[config.mk]
export PLATFORM = sky130hd
export DESIGN_NAME = pwmt_timer
export DESIGN_NICKNAME = d
export VERILOG_FILES = /design/src/rtl/pwmt_pkg.sv /design/src/rtl/pwmt_prescale.sv /design/src/rtl/pwmt_counter.sv /design/src/rtl/pwmt_channel.sv /design/src/rtl/pwmt_timer.sv
export SDC_FILE = /design/constraint.sdc
export NUM_CORES = 1
export LEC_CHECK = 0
export BUFFER_PORTS_ARGS = -buffer_cell sky130_fd_sc_hd__buf_2
export CAP_MARGIN = 30
export CELL_PAD_IN_SITES_DETAIL_PLACEMENT = 0
export CELL_PAD_IN_SITES_GLOBAL_PLACEMENT = 1
export CORE_UTILIZATION = 39
export DETAILED_ROUTE_END_ITERATION = 16
export GPL_ROUTABILITY_DRIVEN = 0
export GPL_TIMING_DRIVEN = 0
export PLACE_DENSITY_LB_ADDON = 0.1
export SETUP_SLACK_MARGIN = 0.4
export SLEW_MARGIN = 0
export SYNTH_ARGS = -nofsm -noshare
export SYNTH_HDL_FRONTEND = slang
export SYNTH_SLANG_ARGS = --single-unit
[constraint.sdc]
create_clock -name clk -period 2.9 [get_ports clk]
set_input_delay 0.435 -clock clk [delete_from_list [all_inputs] [get_ports clk]]
set_output_delay 0.435 -clock clk [all_outputs]
set_load 0.02 [all_outputs]
[src/rtl/pwmt_pkg.sv]
package pwmt_pkg;

    typedef enum logic [1:0] {
        CNT_UP   = 2'd0,
        CNT_DOWN = 2'd1,
        CNT_WRAP = 2'd2
    } slope_e;

    typedef enum logic [1:0] {
        OM_OFF = 2'd0,
        OM_TGL = 2'd1,
        OM_NRM = 2'd2,
        OM_INV = 2'd3
    } outmode_e;

endpackage

[src/rtl/pwmt_prescale.sv]
module pwmt_prescale (
    input  logic       clk,
    input  logic       rst_n,
    input  logic [2:0] sel,
    output logic       tick
);
    localparam int PRE_W = 10;

    logic [PRE_W-1:0] pre_cnt;
    logic [PRE_W-1:0] mask;
    logic             run;

    always_ff @(posedge clk or negedge rst_n) begin
        if (!rst_n) pre_cnt <= '0;
        else        pre_cnt <= pre_cnt + PRE_W'(1);
    end

    always_comb begin
        run  = 1'b1;
        mask = '0;
        unique case (sel)
            3'd1:    mask = PRE_W'(0);
            3'd2:    mask = PRE_W'(7);
            3'd3:    mask = PRE_W'(63);
            3'd4:    mask = PRE_W'(255);
            3'd5:    mask = PRE_W'(1023);
            default: run  = 1'b0;
        endcase
    end

    assign tick = run && ((pre_cnt & mask) == '0);
endmodule

[src/rtl/pwmt_counter.sv]
module pwmt_counter
    import pwmt_pkg::*;
#(
    parameter int CNT_W = 8
) (
    input  logic             clk,
    input  logic             rst_n,
    input  logic             tick,
    input  logic [1:0]       mode,
    input  logic [CNT_W-1:0] cmp_a_in,
    input  logic [CNT_W-1:0] cmp_b_in,
    output logic [CNT_W-1:0] count,
    output logic [CNT_W-1:0] act_a,
    output logic [CNT_W-1:0] act_b,
    output logic [CNT_W-1:0] top,
    output logic             down,
    output logic             ctc,
    output logic             ovf_ev
);
    localparam logic [CNT_W-1:0] MAXV = {CNT_W{1'b1}};
    localparam logic [CNT_W-1:0] ONE  = CNT_W'(1);

    slope_e           state_q, state_d;
    logic [CNT_W-1:0] cnt_d;
    logic             turn, dec;

    assign ctc  = (mode == 2'b00);
    assign top  = (mode == 2'b01) ? MAXV : act_a;
    assign down = (state_q == CNT_DOWN);

    // next-state and next-count
    always_comb begin
        state_d = state_q;
        cnt_d   = count;
        turn    = 1'b0;
        dec     = 1'b0;
        ovf_ev  = 1'b0;
        if (ctc) begin
            state_d = CNT_WRAP;
            cnt_d   = (count == act_a) ? '0 : count + ONE;
            ovf_ev  = (count == MAXV);
        end else begin
            unique case (state_q)
                CNT_UP, CNT_WRAP: begin
                    if (count >= top) begin
                        turn = 1'b1;
                        if (count != '0) begin
                            dec     = 1'b1;
                            state_d = CNT_DOWN;
                            cnt_d   = count - ONE;
                        end else begin
                            state_d = CNT_UP;
                        end
                    end else begin
                        state_d = CNT_UP;
                        cnt_d   = count + ONE;
                    end
                end
                CNT_DOWN: begin
                    if (count != '0) begin
                        dec   = 1'b1;
                        cnt_d = count - ONE;
                    end else begin
                        state_d = CNT_UP;
                        cnt_d   = count + ONE;
                    end
                end
                default: state_d = CNT_UP;
            endcase
            ovf_ev = dec && (count == ONE);
        end
    end

    // state register
    always_ff @(posedge clk or negedge rst_n) begin
        if (!rst_n) begin
            state_q <= CNT_UP;
            count   <= '0;
        end else if (tick) begin
            state_q <= state_d;
            count   <= cnt_d;
        end
    end

    // compare shadow registers
    always_ff @(posedge clk or negedge rst_n) begin
        if (!rst_n) begin
            act_a <= '0;
            act_b <= '0;
        end else if (ctc || (tick && turn)) begin
            act_a <= cmp_a_in;
            act_b <= cmp_b_in;
        end
    end
endmodule

[src/rtl/pwmt_channel.sv]
module pwmt_channel
    import pwmt_pkg::*;
#(
    parameter int CNT_W = 8
) (
    input  logic             clk,
    input  logic             rst_n,
    input  logic             tick,
    input  logic             ctc,
    input  logic [1:0]       out_mode,
    input  logic [CNT_W-1:0] count,
    input  logic [CNT_W-1:0] act,
    input  logic [CNT_W-1:0] top,
    input  logic             down,
    output logic             wave,
    output logic             match
);
    outmode_e om;
    logic     tgl_q;
    logic     lvl;

    assign om    = outmode_e'(out_mode);
    assign match = (count == act);
    assign lvl   = (act != '0) &&
                   ((act >= top) || (count < act) || (match && down));

    always_ff @(posedge clk or negedge rst_n) begin
        if (!rst_n) begin
            tgl_q <= 1'b0;
        end else if (tick && ctc && match) begin
            unique case (om)
                OM_TGL:  tgl_q <= ~tgl_q;
                OM_NRM:  tgl_q <= 1'b0;
                OM_INV:  tgl_q <= 1'b1;
                default: tgl_q <= tgl_q;
            endcase
        end
    end

    always_comb begin
        if (ctc) begin
            wave = (om == OM_OFF) ? 1'b0 : tgl_q;
        end else begin
            unique case (om)
                OM_NRM:  wave = lvl;
                OM_INV:  wave = ~lvl;
                default: wave = 1'b0;
            endcase
        end
    end
endmodule

[src/rtl/pwmt_timer.sv]
module pwmt_timer #(
    parameter int CNT_W = 8
) (
    input  logic             clk,
    input  logic             rst_n,
    input  logic [1:0]       mode_sel,
    input  logic [1:0]       out_mode_a,
    input  logic [1:0]       out_mode_b,
    input  logic [2:0]       presc_sel,
    input  logic [CNT_W-1:0] cmp_a,
    input  logic [CNT_W-1:0] cmp_b,
    input  logic [2:0]       irq_mask,
    input  logic [2:0]       flag_clr,
    output logic             wave_a,
    output logic             wave_b,
    output logic [CNT_W-1:0] count,
    output logic             flag_cmp_a,
    output logic             flag_cmp_b,
    output logic             flag_ovf,
    output logic             irq
);
    localparam int NCH = 2;

    logic             tick, ctc, down, ovf_ev;
    logic [CNT_W-1:0] act_a, act_b, top;
    logic [CNT_W-1:0] act_v [NCH];
    logic [1:0]       om_v  [NCH];
    logic [NCH-1:0]   wave_v, match_v;
    logic [2:0]       flags_q, set_ev;

    pwmt_prescale u_pre (
        .clk  (clk),
        .rst_n(rst_n),
        .sel  (presc_sel),
        .tick (tick)
    );

    pwmt_counter #(.CNT_W(CNT_W)) u_cnt (
        .clk     (clk),
        .rst_n   (rst_n),
        .tick    (tick),
        .mode    (mode_sel),
        .cmp_a_in(cmp_a),
        .cmp_b_in(cmp_b),
        .count   (count),
        .act_a   (act_a),
        .act_b   (act_b),
        .top     (top),
        .down    (down),
        .ctc     (ctc),
        .ovf_ev  (ovf_ev)
    );

    assign act_v[0] = act_a;
    assign act_v[1] = act_b;
    assign om_v[0]  = out_mode_a;
    assign om_v[1]  = out_mode_b;

    for (genvar c = 0; c < NCH; c++) begin : g_ch
        pwmt_channel #(.CNT_W(CNT_W)) u_ch (
            .clk     (clk),
            .rst_n   (rst_n),
            .tick    (tick),
            .ctc     (ctc),
            .out_mode(om_v[c]),
            .count   (count),
            .act     (act_v[c]),
            .top     (top),
            .down    (down),
            .wave    (wave_v[c]),
            .match   (match_v[c])
        );
    end

    assign wave_a = wave_v[0];
    assign wave_b = wave_v[1];

    assign set_ev = {3{tick}} & {match_v[1], match_v[0], ovf_ev};

    always_ff @(posedge clk or negedge rst_n) begin
        if (!rst_n) flags_q <= '0;
        else        flags_q <= (flags_q & ~flag_clr) | set_ev;
    end

    assign flag_ovf   = flags_q[0];
    assign flag_cmp_a = flags_q[1];
    assign flag_cmp_b = flags_q[2];
    assign irq        = |(flags_q & irq_mask);
endmodule

==> results of run 1 <==
## layout make-up
type                    count  area, sq um  share of cell area
plain buffers               9         63.8              0.0153
clock buffers               6         72.6              0.0174
clock inverters             2         15.0             0.00359
inverters                  27          106              0.0255
multi-input cells         260         2220               0.532
flip-flops and latches     41         1030               0.247
well taps                  99          124              0.0296
repair buffers             75          538               0.129
## state kept, by name, indices dropped and copies added (netlist names)
signal           cells
flags_q              3
g_ch.u_ch.tgl_q      2
u_cnt.act_a          8
u_cnt.act_b          8
u_cnt.count          8
u_cnt.state_q        2
u_pre.pre_cnt       10
## path summary, 6_finish.rpt
path | startpoint | endpoint | slack [ns] | cells past startpoint
setup / recovery | mode_sel[0] | wave_b | -0.21 | 14
hold / removal | rst_n | flags_q[1] | -0.009 | 1
setup reg to reg | u_cnt.act_a[0] | u_cnt.count[4] | 0.18 | 12
hold reg to reg | u_pre.pre_cnt[9] | u_pre.pre_cnt[9] | 0.48 | 1
max in group asynchronous | rst_n | u_cnt.act_a[2] | 2.45 | 2
min in group clk | flag_clr[1] | flags_q[1] | 0.31 | 2
## worst max-delay path: cells and delay by family
kind	cells	cell delay, ns
adder cells (fa/ha/maj)	2	0.50
buffers and inverters	3	0.37
XOR/XNOR	1	0.20
AO/OA/AOI/OAI	4	0.62
AND/OR/NAND/NOR	4	0.56
## power groups by stage
stage	logic (mW)	registers (mW)	clock network [mW]
4_1_cts	1.73	0.880	0.405
5_1_grt	2.02	0.900	0.425
6_report	1.82	0.879	0.394
2_1_floorplan	0.946	0.877	0
3_5_place_dp	1.30	0.909	0
3_3_place_gp	1.27	0.908	0
## metrics by stage
stage / TNS [ns] / utilization / instance area (sq um) / hold WS [ns] / std cells
2_1_floorplan: 0 / - / 3120 / 0.139 / 337
3_3_place_gp: -2.99 / 0.469 / 3470 / 0.472 / 482
3_5_place_dp: -3.20 / 0.469 / 3470 / 0.467 / 482
4_1_cts: -0.286 / 0.546 / 4040 / 0.303 / 514
5_1_grt: -2.31 / 0.564 / 4180 / 0.00924 / 519
6_report: -0.588 / 0.564 / 4180 / -0.00912 / 519
## layer usage
metal / up-vias / share of wire
li1: 1408 / -
met1: 1349 / 0.49
met2: 63 / 0.46
met3: 13 / 0.035
met4: 0 / 0.018
met5: - / 0
## cells by family after synthesis
group,synth area share
AO/OA/AOI/OAI,0.170
flip-flops,0.337
multiplexers,0.0690
XOR/XNOR,0.0374
buffers and inverters,0.0501
adder cells (fa/ha/maj),0.143
AND/OR/NAND/NOR,0.194
## cells in the final DEF (no fill, tap or decap), types with 4 or more instances in the layout
master    netlist  layout
a31oi_1         4       4
buf_2           2      42
dfrtp_2         0       6
o21ai_1         1       5
nor2b_1         6       4
dfrtp_1        41      35
o21ai_0        18      11
nor3_1          7       7
and3_1          5       4
a21oi_1        19      12
buf_6           2      22
nand3_1        18      18
nor2_1         24      17
nor2_4          0       5
clkbuf_8        0       5
nor4_1          6       5
ha_4            0       6
ha_1           34      28
nand4_1         8       8
xnor2_1        11      10
nand2_1        23      21
mux2_4          0      16
a21oi_2         0       6
inv_1          27      24
clkbuf_1        5       6
a21o_1          5       5
buf_4           0      14
## what timing repair did
action,in CTS,in global routing
setup buffers,23,4
pin swaps,24,20
gates resized for setup,82,20
endpoints found under the setup margin,26,26
endpoints found under the hold margin,0,0
gates cloned,1,0
==> results by group, run 1 <==
Synthesis
  – Most frequent cell after synthesis: dfrtp_1
  – Top cell type's share of synthesized area: 0.337
  – Primary FF master, synth: dfrtp_1
  – Asr flop ratio synth: 1.00
  – Syn nets: 404
  – Top cells by area, synth: dfrtp_1 34%, ha_1 14%, mux2_2 5.9%
  – Register area share after synthesis: 0.337
  – Yosys cell types: 56
  – Synthesized area: 3050 sq um
  – Syn_area_per_cell: 9.04 sq um
  – Synth area leader: dfrtp_1
  – EDFF count, synth: 0
  – Top cells by count, synth: 41 x dfrtp_1, 34 x ha_1, 27 x inv_1, 24 x nor2_1, 23 x nand2_1
  – Yosys warnings: 0
  – Mapped Cells: 337
  – Register bit total from synthesis: 41

Global routing
  – Vias in the first global route: 2767
  – Pin count of the biggest net entering global routing: 42
  – Busiest grt layer: met2
  – Met3 Track Usage GR: 0.0303
  – M2 GR Usage: 0.352
  – First-pass GRT wire length: 14.1 mm
  – GR Util met1: 0.303
  – Gr usage total: 0.218
  – Initial antenna violation count: 0
  – Remaining Overflow, GRT: 0

Critical path
  – CP peak stage delay: 0.29 ns
  – Critical Path AT: 2.68 ns
  – Critical path data required time: 2.47 ns
  – Top cell by count, worst path: buf_6
  – Critical-path maximum fanout: 4
  – Critical Path Slowest Stage Cell: maj3_2
  – CP Cell Sequence: buf_6 > nor2b_4 > buf_6 > or2_4 > ha_4 > nand2b_4 > a21o_1 > maj3_2 > a21oi_2 > nor2_1 > o31ai_2 > xor2_1 > o22ai_2 > buf_6
  – Critical Path Sink Type: output port
  – Crit path launch type: input port
  – Kind of critical path: input port to output port

Timing
  – Slew @ Worst Pin: 0.807 ns
  – Final Hold Fails: 9
  – Max transition margin: 0.460
  – Final setup violation count: 17
  – Fin crit period: 3.11 ns
  – Fmax: 321 MHz
  – Final WS setup: -0.212 ns
  – Hold WS: -0.00912 ns
  – RSZ-0062 raised after global routing: yes
  – Crit share post-route: 1.07
  – Max Slew Vio Count: 0
  – Clock Skews: 0.00206 ns

Power and ir drop
  – Power density over the cells: 740 nW/um^2
  – Power, Total: 3.09 mW
  – Clock share of power: 0.128
  – Switching part of the total: 0.433
  – Combinational share of power: 0.588
  – Pint: 1.75 mW
  – VDD IR max: 0.000317 V
  – Sequential power share: 0.285
  – Sw power: 1.34 mW
  – Leak: 1.94 nW

Clock network
  – H-tree depth: 2
  – Clock Tree Root: clkbuf_8
  – Clock transition at the registers of the reported paths: 0.09 ns
  – # hold bufs at CTS: 0
  – CTS Buffer Depth: 2
  – CTS tree: built
  – Worst-Skew Late Latency: 0.30 ns
  – Clk sinks: 41
  – Cts bufs inserted: 5

Drt
  – DRC Markers: 0
  – Vias/cell: 5.46
  – Drt total wl: 8.36 mm
  – Initial DRC count: 131
  – Post-DRT Antenna Nets: 0
  – WL/cell: 16.1 microns
  – 1st-pass router iterations: 4
  – Vias: 2833

Floorplan
  – Row count: 31
  – Chip width: 90.4 microns
  – Die ar.: 8170 sq um
  – Die height: 90.4 microns
  – Core area: 7410 sq um
  – I/O pin cnt: 47
  – Initial Util: 0.411

Min path
  – Hold Crit Class: input port to asynchronous set/reset pin

Finish
  – Layout cells sized above 1: 0.386
  – Synth-to-layout area growth: 37.1%
  – Filler cells: 682
  – N_diodes: 0
  – NumNets Final: 486

Status
  – Outcome: finished with violations
  – Failing checks: hold timing, setup timing

Placement
  – IO buf count: 46
  – Post-placement setup slack: -0.366 ns
  – Post-DP HPWL: 5.86 mm

Flow run
  – Max Cap Viol: 0
No activity file was read; power rests on OpenSTA's default activity.
==> run 2, diff against run 1 <==
--- a/config.mk
+++ b/config.mk
@@ -15,4 +15,5 @@
 export GPL_TIMING_DRIVEN = 0
 export PLACE_DENSITY_LB_ADDON = 0.1
+export RECOVER_POWER = 50
 export SETUP_SLACK_MARGIN = 0.4
 export SLEW_MARGIN = 0
==> constraint.sdc (replaced) <==
create_clock -name clk -period 2.9 [get_ports clk]
set_input_delay 0.145 -clock clk [delete_from_list [all_inputs] [get_ports clk]]
set_output_delay 0.145 -clock clk [all_outputs]
set_load 0.02 [all_outputs]
==> run 2 against run 1 <==
Largest power group unchanged. Via count up 0.35%. The run now ends clean. Power rose by 4.9%. Sequential power decreased by 1%. Critical endpoint unchanged.
==> results by group, run 2 (same netlist as run 1, synthesis figures left out) <==
Status
  – Outcome: completed

Global routing
  – Remaining Overflow, GRT: 0 (unchanged)
  – First-pass GRT wire length: 13.5 mm (-4.5%)
  – Initial antenna violation count: 0 (unchanged)
  – Pin count of the biggest net entering global routing: 42 (unchanged)
  – Vias in the first global route: 2602 (-6.0%)
  – Gr usage total: 0.208 (-0.00967)

Clock network
  – Clock Tree Root: clkbuf_8
  – Clock transition at the registers of the reported paths: 0.09 ns (about the same)
  – Clk sinks: 41 (unchanged)
  – CTS Buffer Depth: 2 (unchanged)
  – Worst-Skew Late Latency: 0.31 ns (about the same)
  – CTS tree: built
  – Cts bufs inserted: 5 (unchanged)
  – H-tree depth: 2 (unchanged)

Floorplan
  – Die ar.: 8170 sq um (unchanged)
  – Core area: 7410 sq um (unchanged)
  – Die height: 90.4 microns (unchanged)
  – Row count: 31 (unchanged)
  – Initial Util: 0.411 (unchanged)
  – I/O pin cnt: 47 (unchanged)
  – Chip width: 90.4 microns (unchanged)

Critical path
  – Critical-path maximum fanout: 2 (-2)
  – Kind of critical path: flop to output port
  – Critical path data required time: 2.76 ns (+0.29 ns)
  – Crit path launch type: flop
  – Critical Path Sink Type: output port
  – Critical Path AT: 2.61 ns (-0.07 ns)

Finish
  – Most flops, register: u_pre.pre_cnt
  – NumNets Final: 488 (+0.41%)
  – Finished Core Util: 0.555 (-0.00929)
  – Layout cells sized above 1: 0.363 (-0.0232)
  – Largest register FFs: 10 (unchanged)
  – Commonest non-fill, non-tap cell in the layout: buf_2
  – Most frequent cells in the layout: 40 x buf_2, 34 x dfrtp_1, 30 x ha_1
  – Synth-to-layout area growth: 34.9%
  – N_diodes: 0 (unchanged)

Timing
  – Max Slew Vio Count: 0 (unchanged)
  – Hold WS: 0.00567 ns (+0.0148 ns)
  – RSZ-0062 raised after global routing: yes
  – Clock Skews: 0.00343 ns (+0.00138 ns)
  – Fmax: 362 MHz (+13%)
  – Final setup violation count: 0 (-17)
  – Max transition margin: 0.212 (-0.248)
  – Fin crit period: 2.76 ns (-0.353 ns)
  – Setup TNS: 0 ns (+0.588 ns)
  – Slew @ Worst Pin: 1.18 ns (+0.375 ns)
  – Crit share post-route: 0.952 (-0.122)
  – Final Hold Fails: 0 (-9)

Flow run
  – Max Cap Viol: 0 (unchanged)

Placement
  – Post-DP HPWL: 5.87 mm (+0.16%)
  – IO buf count: 46 (unchanged)

Drt
  – DRC Markers: 0 (unchanged)
  – Initial DRC count: 152 (+16%)
  – Vias/cell: 5.46 (about the same)
  – WL/cell: 16.3 microns (+1.0%)
  – Drt total wl: 8.48 mm (+1.4%)
  – Post-DRT Antenna Nets: 0 (unchanged)
  – Vias: 2843 (+0.35%)
  – 1st-pass router iterations: 4 (unchanged)

Power and ir drop
  – Sequential power share: 0.267 (-0.018)
  – Clock share of power: 0.154 (+0.026)
  – Switching part of the total: 0.423 (-0.0105)
  – Pint: 1.87 mW (+6.9%)
  – VDD IR max: 0.000320 V (+0.83%)
  – Power, Total: 3.24 mW (+4.9%)
  – Sw power: 1.37 mW (+2.4%)
  – Leak: 1.91 nW (-1.6%)
  – Combinational share of power: 0.579 (-0.009)
  – Power density over the cells: 789 nW/um^2 (+6.7%)

Min path
  – Hold Crit Class: input port to flop
[run 2: changes by cell type in the layout (fill, tap and decap cells not counted), moves of 2 or more]
cell and delta:
buf_4 +10, buf_6 -11, clkbuf_1 +4, ha_4 -2, ha_1 +2, buf_2 -2
nor2_2 +2, a21oi_2 -4, a21oi_1 +4
[run 2: final cells by class]
cell class,instances,area (sq um)
clock inverter,3,46.3
timing repair buffer,77,492
fill,688,3300
multi-input combinational,260,2180
clock buffer,5,68.8
buffer,9,60.1
tap,99,124
sequential,41,1030
inverter,27,104
[run 2: power groups by stage]
stage | Clock (mW) | Sequential [mW] | Combinational (mW)
after floorplan | 0 | 0.878 | 0.901
after global placement | 0 | 0.910 | 1.23
after detailed placement | 0 | 0.912 | 1.25
after CTS | 0.504 | 0.864 | 1.67
after global routing | 0.525 | 0.888 | 2.07
final | 0.498 | 0.866 | 1.88
[run 2: path summary, 6_finish.rpt]
check	depth (start not counted)	slack (ns)	end	from
max	11	0.14	wave_b	u_cnt.act_a[0]
min	2	0.006	flags_q[1]	flag_clr[1]
max reg2reg	12	0.20	u_cnt.count[4]	u_cnt.act_a[0]
min reg2reg	1	0.50	u_pre.pre_cnt[9]	u_pre.pre_cnt[9]
max in group asynchronous	3	0.66	u_cnt.act_a[2]	rst_n
min in group asynchronous	2	0.59	flags_q[1]	rst_n
[run 2: worst max-delay path: stages (launching register included)]
cell	delay, ns
dfrtp_1	0.39
or2_4	0.27
ha_4	0.21
nand2b_4	0.13
a21o_1	0.15
maj3_2	0.31
a21oi_4	0.16
nor2_2	0.05
o31ai_2	0.21
xor2_1	0.19
o22ai_2	0.08
buf_6	0.15
[run 2: repair_timing]
| action | 4_1_cts | 5_1_grt |
|---|---|---|
| setup buffers | 23 | 5 |
| gates cloned | 1 | 0 |
| hold endpoints to repair | 0 | 20 |
| pin swaps | 23 | 13 |
| endpoints found under the setup margin | 26 | 26 |
| hold buffers | 0 | 1 |
| resized for setup | 55 | 37 |
[run 2: stage by stage]
stage	instance area (sq um)	instances	worst slack, ns
final	4110	521	0.140
after global routing	4110	521	-0.0337
after CTS	3900	514	0.133
after detailed placement	3420	482	-0.0501
after global placement	3420	482	-0.0761
after floorplan	3060	337	0.337
[run 2: layer usage]
| layer | part of all wire | track usage | vias to the layer above | wire length (microns) |
|---|---|---|---|---|
| li1 | - | - | 1412 | - |
| met1 | 0.50 | 0.297 | 1382 | 4280 |
| met2 | 0.46 | 0.331 | 44 | 3880 |
| met3 | 0.030 | 0.0328 | 5 | 253 |
| met4 | 0.0079 | 0.0457 | 0 | 67 |
| met5 | 0 | 0 | - | 0 |
